`src/rtl/frp_pkg.sv`:
```
package frp_pkg;
  localparam int unsigned FRP_NUM_REGS    = 16;
  localparam int unsigned FRP_REG_W       = 32;
  localparam int unsigned FRP_BLOCK_SHIFT = 11;
  localparam int unsigned FRP_KEY_W       = 16;
  localparam logic [FRP_KEY_W-1:0] FRP_COMMIT_KEY = 16'hC3A5;

  // source selected for a working register's next value
  typedef enum logic [1:0] {
    WSRC_HOLD,
    WSRC_CLEAR,
    WSRC_IMAGE,
    WSRC_ONES
  } wsrc_e;
endpackage

```
`src/rtl/frp_rst_sync.sv`:
```
module frp_rst_sync #(
  parameter int unsigned STAGES = 2
) (
  input  logic clk,
  input  logic arst_n,
  output logic srst_n
);
  logic [STAGES-1:0] sync_q;

  always_ff @(posedge clk or negedge arst_n) begin
    if (!arst_n) sync_q <= '0;
    else         sync_q <= {sync_q[STAGES-2:0], 1'b1};
  end

  assign srst_n = sync_q[STAGES-1];
endmodule

```
`src/rtl/frp_regfile.sv`:
```
module frp_regfile
  import frp_pkg::*;
#(
  parameter int unsigned NUM_REGS = FRP_NUM_REGS,
  parameter int unsigned REG_W    = FRP_REG_W,
  parameter int unsigned IDX_W    = $clog2(FRP_NUM_REGS)
) (
  input  logic                           clk,
  input  logic                           recover,
  input  logic                           load_image,
  input  logic                           wr_en,
  input  logic [IDX_W-1:0]               wr_idx,
  input  logic [REG_W-1:0]               wr_data,
  input  logic                           commit_go,
  output logic [NUM_REGS-1:0][REG_W-1:0] work_o,
  output logic [NUM_REGS-1:0][REG_W-1:0] image_o
);
  // persistent image: no reset, only recover or commit may change it
  logic                           img_en;
  logic [NUM_REGS-1:0][REG_W-1:0] img_d;
  logic [NUM_REGS-1:0][REG_W-1:0] image_q;

  always_comb begin
    img_en = recover | commit_go;
    img_d  = recover ? {NUM_REGS{ {REG_W{1'b1}} }} : work_o;
  end

  always_ff @(posedge clk) begin
    if (img_en) image_q <= img_d;
  end

  assign image_o = image_q;

  for (genvar i = 0; i < NUM_REGS; i++) begin : g_reg
    wsrc_e           sel;
    logic            en;
    logic [REG_W-1:0] d;
    logic [REG_W-1:0] q;

    always_comb begin
      if (recover)                               sel = WSRC_ONES;
      else if (load_image)                       sel = WSRC_IMAGE;
      else if (wr_en && wr_idx == IDX_W'(i))     sel = WSRC_CLEAR;
      else                                       sel = WSRC_HOLD;
    end

    always_comb begin
      case (sel)
        WSRC_ONES:  d = '1;
        WSRC_IMAGE: d = image_q[i];
        WSRC_CLEAR: d = q & wr_data;
        default:    d = q;
      endcase
      en = (sel != WSRC_HOLD);
    end

    always_ff @(posedge clk) begin
      if (en) q <= d;
    end

    assign work_o[i] = q;
  end
endmodule

```
`src/rtl/frp_commit_ctrl.sv`:
```
module frp_commit_ctrl #(
  parameter int unsigned       BUSY_CYCLES = 8,
  parameter int unsigned       KEY_W       = 16,
  parameter logic [KEY_W-1:0]  KEY         = 16'hC3A5
) (
  input  logic             clk,
  input  logic             rst_n,
  input  logic             commit_req,
  input  logic [KEY_W-1:0] commit_key,
  output logic             commit_go,
  output logic             busy
);
  localparam int unsigned CNT_W = $clog2(BUSY_CYCLES + 1);

  logic [CNT_W-1:0] cnt_q, cnt_d;
  logic             cnt_en;

  always_comb begin
    busy      = (cnt_q != '0);
    commit_go = rst_n & commit_req & (commit_key == KEY) & ~busy;
    cnt_en    = commit_go | busy;
    cnt_d     = commit_go ? CNT_W'(BUSY_CYCLES) : cnt_q - 1'b1;
  end

  always_ff @(posedge clk or negedge rst_n) begin
    if (!rst_n)      cnt_q <= '0;
    else if (cnt_en) cnt_q <= cnt_d;
  end
endmodule

```
`src/rtl/frp_read_guard.sv`:
```
module frp_read_guard #(
  parameter int unsigned NUM_REGS    = 16,
  parameter int unsigned REG_W       = 32,
  parameter int unsigned BLOCK_SHIFT = 11,
  parameter int unsigned DATA_W      = 32,
  parameter int unsigned FLASH_AW    = 20
) (
  input  logic [NUM_REGS-1:0][REG_W-1:0] work,
  input  logic                           rd_valid,
  input  logic [FLASH_AW-1:0]            rd_addr,
  input  logic [DATA_W-1:0]              flash_rdata,
  output logic [DATA_W-1:0]              rd_data,
  output logic                           rd_err
);
  localparam int unsigned BIT_W = $clog2(REG_W);
  localparam int unsigned IDX_W = $clog2(NUM_REGS);

  logic [BIT_W-1:0] bit_sel;
  logic [IDX_W-1:0] reg_sel;
  logic             permit;

  always_comb begin
    bit_sel = rd_addr[BLOCK_SHIFT +: BIT_W];
    reg_sel = rd_addr[BLOCK_SHIFT + BIT_W +: IDX_W];
    permit  = work[reg_sel][bit_sel];
    rd_err  = rd_valid & ~permit;
    rd_data = permit ? flash_rdata : '0;
  end
endmodule

```
`src/rtl/flash_rdprot_bank.sv`:
```
module flash_rdprot_bank
  import frp_pkg::*;
#(
  parameter int unsigned          NUM_REGS    = FRP_NUM_REGS,
  parameter int unsigned          REG_W       = FRP_REG_W,
  parameter int unsigned          BLOCK_SHIFT = FRP_BLOCK_SHIFT,
  parameter int unsigned          DATA_W      = 32,
  parameter int unsigned          REG_AW      = 12,
  parameter logic [11:0]          REG_BASE    = 12'h200,
  parameter int unsigned          KEY_W       = FRP_KEY_W,
  parameter logic [KEY_W-1:0]     COMMIT_KEY  = FRP_COMMIT_KEY,
  parameter int unsigned          BUSY_CYCLES = 8,
  parameter int unsigned          FLASH_AW    = BLOCK_SHIFT + $clog2(REG_W) + $clog2(NUM_REGS)
) (
  input  logic              clk,
  input  logic              por_n,
  input  logic              warm_n,
  input  logic              recover,
  input  logic [REG_AW-1:0] reg_addr,
  input  logic [REG_W-1:0]  reg_wdata,
  input  logic              reg_we,
  output logic [REG_W-1:0]  reg_rdata,
  input  logic              commit_req,
  input  logic [KEY_W-1:0]  commit_key,
  output logic              busy,
  input  logic              rd_valid,
  input  logic [FLASH_AW-1:0] rd_addr,
  input  logic [DATA_W-1:0] flash_rdata,
  output logic [DATA_W-1:0] rd_data,
  output logic              rd_err
);
  localparam int unsigned IDX_W = $clog2(NUM_REGS);
  localparam logic [REG_AW-1:0] BASE_A = REG_AW'(REG_BASE);
  localparam logic [REG_AW-1:0] SPAN_A = REG_AW'(NUM_REGS * 4);

  logic por_rst_n, warm_rst_n, ctl_rst_n;
  logic commit_go;
  logic hit, wr_en;
  logic [REG_AW-1:0] off;
  logic [IDX_W-1:0]  idx;
  logic [NUM_REGS-1:0][REG_W-1:0] work_q;
  logic [NUM_REGS-1:0][REG_W-1:0] image_q;

  frp_rst_sync #(.STAGES(2)) u_por_sync  (.clk(clk), .arst_n(por_n),  .srst_n(por_rst_n));
  frp_rst_sync #(.STAGES(2)) u_warm_sync (.clk(clk), .arst_n(warm_n), .srst_n(warm_rst_n));

  assign ctl_rst_n = por_rst_n & warm_rst_n;

  // register bus decode
  always_comb begin
    off   = reg_addr - BASE_A;
    idx   = off[IDX_W+1:2];
    hit   = (reg_addr[1:0] == 2'b00) && (reg_addr >= BASE_A) && (off < SPAN_A);
    wr_en = hit & reg_we & ~busy;
    reg_rdata = hit ? work_q[idx] : '0;
  end

  frp_commit_ctrl #(
    .BUSY_CYCLES(BUSY_CYCLES), .KEY_W(KEY_W), .KEY(COMMIT_KEY)
  ) u_ctrl (
    .clk(clk), .rst_n(ctl_rst_n), .commit_req(commit_req), .commit_key(commit_key),
    .commit_go(commit_go), .busy(busy)
  );

  frp_regfile #(.NUM_REGS(NUM_REGS), .REG_W(REG_W), .IDX_W(IDX_W)) u_regs (
    .clk(clk), .recover(recover), .load_image(~por_rst_n), .wr_en(wr_en),
    .wr_idx(idx), .wr_data(reg_wdata), .commit_go(commit_go),
    .work_o(work_q), .image_o(image_q)
  );

  frp_read_guard #(
    .NUM_REGS(NUM_REGS), .REG_W(REG_W), .BLOCK_SHIFT(BLOCK_SHIFT),
    .DATA_W(DATA_W), .FLASH_AW(FLASH_AW)
  ) u_guard (
    .work(work_q), .rd_valid(rd_valid), .rd_addr(rd_addr),
    .flash_rdata(flash_rdata), .rd_data(rd_data), .rd_err(rd_err)
  );
endmodule

```
`config.mk`:
```
export PLATFORM = sky130hd
export DESIGN_NAME = flash_rdprot_bank
export DESIGN_NICKNAME = d
export VERILOG_FILES = /design/src/rtl/frp_pkg.sv /design/src/rtl/frp_rst_sync.sv /design/src/rtl/frp_regfile.sv /design/src/rtl/frp_commit_ctrl.sv /design/src/rtl/frp_read_guard.sv /design/src/rtl/flash_rdprot_bank.sv
export SDC_FILE = /design/constraint.sdc
export NUM_CORES = 2
export LEC_CHECK = 0
export BUFFER_PORTS_ARGS = -buffer_cell sky130_fd_sc_hd__buf_2
export CORE_UTILIZATION = 30
export DETAILED_ROUTE_END_ITERATION = 16
export PLACE_DENSITY = 0.52
export RECOVER_POWER = 100
export SKIP_LAST_GASP = 1
export SYNTH_ARGS = -nofsm -noshare
export SYNTH_HDL_FRONTEND = slang
export SYNTH_SLANG_ARGS = --single-unit
```
`constraint.sdc`:
```
create_clock -name clk -period 9.2 [get_ports clk]
set_clock_uncertainty 0.1 [all_clocks]
set_input_delay 1.84 -clock clk [delete_from_list [all_inputs] [get_ports clk]]
set_output_delay 1.84 -clock clk [all_outputs]
set_load 0.02 [all_outputs]
```
======== Word-level counts from Yosys, hierarchy flattened ========
Cells that the tools add are included.
word-level totals
  register bits after elaboration ......... 1,032
  logic and storage cells ................. 275
  output and inout port bits .............. 66
operators by class
  $add $sub $neg .......................... 2
  mux-type cells .......................... 73
  reduce and logical (&&, ||, !) cells .... 69
  order comparisons ....................... 5
  equality and inequality tests ........... 64
  bitwise operators ....................... 27
operators with widths
  kind                    number
  $pmux 32 s3             16
  $and 32x32->32          16
  $bmux 32 s4             2
  $mux 32                 4
  $eq 2x2->1 const B      32
  $mux 2                  32
  $reduce_bool 3->1       16
  $eq 2x1->1 const B      16
  $eq 4x4->1 const B      8
  $reduce_and 2->1        16
  $reduce_bool 2->1       16
  $logic_and 1x1->1       18
  $mux 1                  17
  $eq 16x16->1 const B    1
  $eq 4x3->1 const B      4
  $ge 12x10->1 const B    1
  $lt 12x7->1 const B     1
  $sub 12x10->12 const B  1
  $lt 4x5->1 const B      2
  $eq 4x2->1 const B      2
  $and 1x1->1             7
  $lt 5x6->1 const B      1
  $bmux 1 s5              1
  $eq 4x1->1 const B      1
  7 further kinds         9

======== Logic depth before layout (Yosys ltp) ========
  depth in word-level cells ............... 12
  gate-level depth with buffers ........... 12

======== By module ========
A second synthesis with hierarchy kept.
unflattened totals
  cells, all modules ...................... 4,184
  area total of the unflattened synthesis .. 53,269.8 um^2
by module, submodules not included
  module             cells each  instances  area an instance (um^2)
  frp_regfile        3,399       1          43,833.3
  frp_read_guard     425         1          4,840.9
  flash_rdprot_bank  320         1          4,162.7
  frp_commit_ctrl    34          1          325.3
  frp_rst_sync       3           2          53.8

======== Worst setup path after synthesis ========
No wires, ideal clock.
  path type ............................... input to register
  from .................................... input commit_key[11]
  to ...................................... register u_regs.image_q, in the netlist u_regs.image_o[0] (enable)
  stages on the path ...................... 4
  required time ........................... 7.602 ns
  buffers on the path ..................... 0
  path slack .............................. -18.757 ns
  arrival ................................. 26.358 ns
  path through ............................ or4b_2 > nor4_1 > nand4_1 > o21bai_1
between the ends
  word-level cells in the longest chain between the ends .. 4
RTL lines
  element                    RTL line                 text
  start, declared            flash_rdprot_bank.sv:24  input logic [KEY_W-1:0] commit_key,
  $eq 16x16->1               frp_commit_ctrl.sv:20    commit_go = rst_n & commit_req & (commit_key == KEY) & ~busy;
  $and 1x1->1 (2 in series)  frp_commit_ctrl.sv:20
  $or 1x1->1                 frp_regfile.sv:24        img_en = recover | commit_go;
  named net u_regs.img_en    frp_regfile.sv:19        logic img_en;
  end signal, assigned       frp_regfile.sv:29        if (img_en) image_q <= img_d;
  end, declared              frp_regfile.sv:21        logic [NUM_REGS-1:0][REG_W-1:0] image_q;
The timed path passes the listed nets, and every way through them passes these cells.
A chain may end at the register's enable or synchronous reset.

======== Worst setup path in the final report ========
  from .................................... input reg_addr[9]
  to ...................................... register u_regs.g_reg[12].q[26] (data pin)
between the ends
  word-level cells in the longest chain between the ends .. 11
  elaborated cells between the ends (all ways) .. 15
  those cells by class .................... 1 x add/sub; 2 x order compare; 3 x eq/ne; 4 x mux; 2 x bitwise; 3 x reduce/logical
RTL lines
  element                                                  RTL line                                          text
  start, declared                                          flash_rdprot_bank.sv:19                           input logic [REG_AW-1:0] reg_addr,
  $sub 12x10->12 / $ge 12x10->1 (equally long branches)    flash_rdprot_bank.sv:51, flash_rdprot_bank.sv:53
  $lt 12x7->1 / $logic_and 1x1->1 (equally long branches)  flash_rdprot_bank.sv:53                           hit = (reg_addr[1:0] == 2'b00) && (reg_addr >= BASE_A) && (off < SPAN_A);
  $logic_and 1x1->1 *                                      flash_rdprot_bank.sv:53
  $and 1x1->1 * (2 in series)                              flash_rdprot_bank.sv:54                           wr_en = hit & reg_we & ~busy;
  $logic_and 1x1->1 *                                      frp_regfile.sv:43                                 else if (wr_en && wr_idx == IDX_W'(i)) sel = WSRC_CLEAR;
  $mux 1 *                                                 frp_regfile.sv:43
  $mux 2 *                                                 frp_regfile.sv:42                                 else if (load_image) sel = WSRC_IMAGE;
  $mux 2 *                                                 frp_regfile.sv:41                                 if (recover) sel = WSRC_ONES;
  $eq 2x1->1 / $eq 2x2->1 (equally long branches)          frp_regfile.sv:48                                 case (sel)
  $pmux 32 s3 *                                            frp_regfile.sv:48
  named net u_regs.g_reg[12].d[26]                         frp_regfile.sv:37                                 logic [REG_W-1:0] d;
  end signal, assigned                                     frp_regfile.sv:58                                 if (en) q <= d;
  end, declared                                            frp_regfile.sv:38                                 logic [REG_W-1:0] q;
Mark *: on every way through the listed nets, which the timed path passes. The rest lies on a longest branch.

==> qor.yml <==
critical_path:
  slowest_stage: "nor2_1"
  reg2reg_from: "u_por_sync.sync_q[1]"
  max_stage_delay_ps: 2240
  r2r_cells: 4
  critPathMaxFanout: 20
  cp.required_ps: 9500
  cp_cell_sequence: "buf_2 > inv_1 > ha_1 > or4b_1 > or4_1 > or4_1 > nor2_1 > clkbuf_1 > a21oi_1"
  start_kind: "input port"
  worstSetupPathType: "in2reg"
  r2r_slack_ps: 2740
  endpoint_kind: "flop"
  cp_common_cell: "or4_1"
  critPathArrivalTime_ps: 8570
  r2r-end: "u_regs.image_o[267]"
job:
  cap_viol_max_count: 52
timing:
  fin_crit_sh: 0.8991
  slew_headroom: -1.415
  worst_pin_slew_ps: 3609
  fin_ws_ps: 927.9
  min_period_ps: 8272
  setup_tns_ps: 0
  setup_viol: 0
  clock.fmax_mhz: 120.9
  hold_violations: 0
  grt_setup_unrepaired: "false"
  holdWs_ps: 116.3
  slew_viol_final: 1382
route:
  via_per_inst: 5.490
  first_iter_violations: 4769
  ant_nets: 0
  vias: 35260
  drt-wirelength-per-cell_um: 27.39
  drt-pass1-iter-count: 6
  drt-total-wl_mm: 175.9
  drcViolationCount: 0
finish:
  utilization: 0.3410
  area_growth_pct: 12.52
  final_cells: 6423
  nNetsFinal: 4244
  drive_gt1_frac: 0.2713
pwr:
  p_per_area_nw_per_um2: 182.1
  ir_drop_uv: 143.4
  p_leak_nw: 15.74
clock_tree:
  cts_tree: "yes"
  clock_latency_ps: 760
  post_cts_resized: 0
  cts_hold_buf: 0
  cts-root-buf: "clkbuf_16"
  h-tree-depth: 3
  clkTransAtPathRegs_ps: 60
  cts_made_buffers: 117
  clockBufferDepth: 3
  clock_sinks: 1032
  cts_setup_buffers: 0
synth:
  netlist_top_cells_area: "edfxtp_1 61%, mux4_2 11%, or2_2 6.3%"
  synth_seq_cells: 1032
  synthCells: 4073
  synth_top_area_cell: "edfxtp_1"
  synth_edf_count: 1024
  synth_ff_type: "edfxtp_1"
  synth_cell_types: 59
  ys_warn_count: 0
  syn_area_um2: 50800
  ys_async_sr_fraction: 0.007752
  yosys.area.top_type_share: 0.6054
  seq_area_frac_synth: 0.6093
  syn_avg_cell_area_um2: 12.47
floorplan:
  die_y_um: 413.5
  core_um2: 167600
  ios: 185
  rows: 150
  die_area_um2: 171000
  die_w_um: 413.5
  initial_utilization: 0.3031
grt:
  track_usage: 0.2024
  grt_max_degree: 238
  first_global_vias: 33290
  grt_pass1_wl_mm: 250.8
  antenna_found_initial: 16
  grt-ovfl-total: 0
placed_design:
  place_congestion: 0.8387
  pre_cts_ws_ps: 1713
  dpl.cell_count: 6207
  port_buffers: 173
  dp_hpwl_mm: 101.7
status:
  failed_checks: "capacitance limit, slew limit"
  status: "finished with violations"
min_path:
  hp-class: "reg2async"
## final cells by class
cell class              count  area (um^2)
clock buffers             161         3174
clock inverters            49        449.2
inverters                   5        18.77
multi-input cells        2711        18320
repair buffers            255         1466
well taps                2204         2758
flip-flops and latches   1032        30950
diodes                      6        15.01
fillers                 16530       110400
## kinds of logic after synthesis
group	synth area share
AOI/OAI and AO/OA	0.06835
xor gates and xnor gates	0.0003449
adders and majority gates	0.0007390
buffers and inverters	0.02993
DFF	0.6093
muxes	0.1306
other	0.00007382
and+or+nand+nor	0.1606
## critical path: cells and delay by family
kind | cells | cell delay (ps)
and+or+nand+nor | 4 | 4780
buffers and inverters | 3 | 1440
adders and majority gates | 1 | 260
AOI/OAI and AO/OA | 1 | 210
## synth_stat cells (3+ instances only)
| cell | n |
|---|---|
| nor4_1 | 6 |
| mux4_2 | 256 |
| edfxtp_1 | 1024 |
| dfrtp_1 | 8 |
| nor2b_1 | 44 |
| buf_4 | 14 |
| nand3_1 | 24 |
| a21oi_2 | 10 |
| buf_1 | 20 |
| a21boi_1 | 30 |
| a211oi_1 | 6 |
| nor2_1 | 542 |
| buf_6 | 20 |
| ha_1 | 3 |
| or2_2 | 515 |
| nor4b_1 | 3 |
| nand2b_1 | 8 |
| nor2_4 | 4 |
| clkbuf_1 | 212 |
| a21oi_1 | 507 |
| and2_1 | 5 |
| nand4_1 | 13 |
| o22ai_1 | 6 |
| buf_2 | 60 |
| nand2_1 | 531 |
| nand3b_1 | 4 |
| mux2i_1 | 78 |
| inv_1 | 5 |
| o21ai_0 | 28 |
| mux2_2 | 8 |
| nor4bb_1 | 5 |
| nor3b_1 | 3 |
| a22oi_1 | 38 |
## sequential cells by signal (all words and copies together), names as in the netlist
signal and flops:
u_por_sync.sync_q 2, u_regs.g.q 512, u_regs.image_o 512, u_ctrl.cnt_q 4, u_warm_sync.sync_q 2
## power breakdown
part	total [W]	internal [W]	switching, W
clock network	0.00456	0.00257	0.00199
logic	0.000671	0.000152	0.000518
registers	0.00518	0.00517	0.00000910
## worst max path at each step
| stage | start | endpoint | slack (ps) | cells past startpoint |
|---|---|---|---|---|
| final | reg_addr[9] | u_regs.g_reg[12].q[26] | 930 | 9 |
| after global routing | reg_addr[9] | u_regs.g_reg[3].q[19] | 760 | 10 |
| after CTS | rd_addr[16] | rd_err | 1700 | 11 |
| after detailed placement | rd_addr[16] | rd_err | 1710 | 11 |
| after global placement | rd_addr[16] | rd_err | 1730 | 11 |
| after floorplan | commit_key[11] | u_regs.image_o[0] | -1950 | 4 |
## metrics by stage
| step | total power (W) | cell area (um^2) |
|---|---|---|
| 6_report | 0.01041 | 57150 |
| 5_1_grt | 0.01069 | 57140 |
| 4_1_cts | 0.01049 | 57650 |
| 3_5_place_dp | 0.005961 | 54030 |
| 3_3_place_gp | 0.005956 | 54030 |
| 2_1_floorplan | 0.005705 | 50820 |
## cells in the final DEF (no fill, tap or decap), types with 4 or more instances in the layout
master and n:
a211oi_1 6, a21boi_0 26, a21boi_1 6, a21oi_1 514, a22oi_1 38, buf_12 9, buf_2 128, buf_4 38
bufinv_16 6, clkbuf_1 94, clkbuf_16 118, clkbuf_2 19, clkbuf_8 7, clkinv_1 19, clkinv_2 16, dfrtp_1 8
diode_2 6, edfxtp_1 1024, inv_1 5, mux2_2 8, mux2i_1 78, mux4_2 256, nand2_1 531, nand2b_1 8
nand3_1 25, nand3b_1 6, nand4_1 13, nor2_1 547, nor2b_1 42, nor4_1 6, nor4bb_1 5, o21ai_0 18
o21ai_1 6, o21ai_4 4, o22ai_1 6, or2_2 514
## routing by layer
layer / global-route usage / wire [um] / part of all wire / vias up
met2: 0.3131 / 81820 / 0.47 / 1749
met1: 0.2955 / 76470 / 0.43 / 18430
met4: 0.05452 / 3817 / 0.022 / 6
met3: 0.02871 / 13760 / 0.078 / 224
met5: 0 / 37 / 0.00021 / -
li1: - / - / - / 14850
Power figures use the tool's default switching activity.
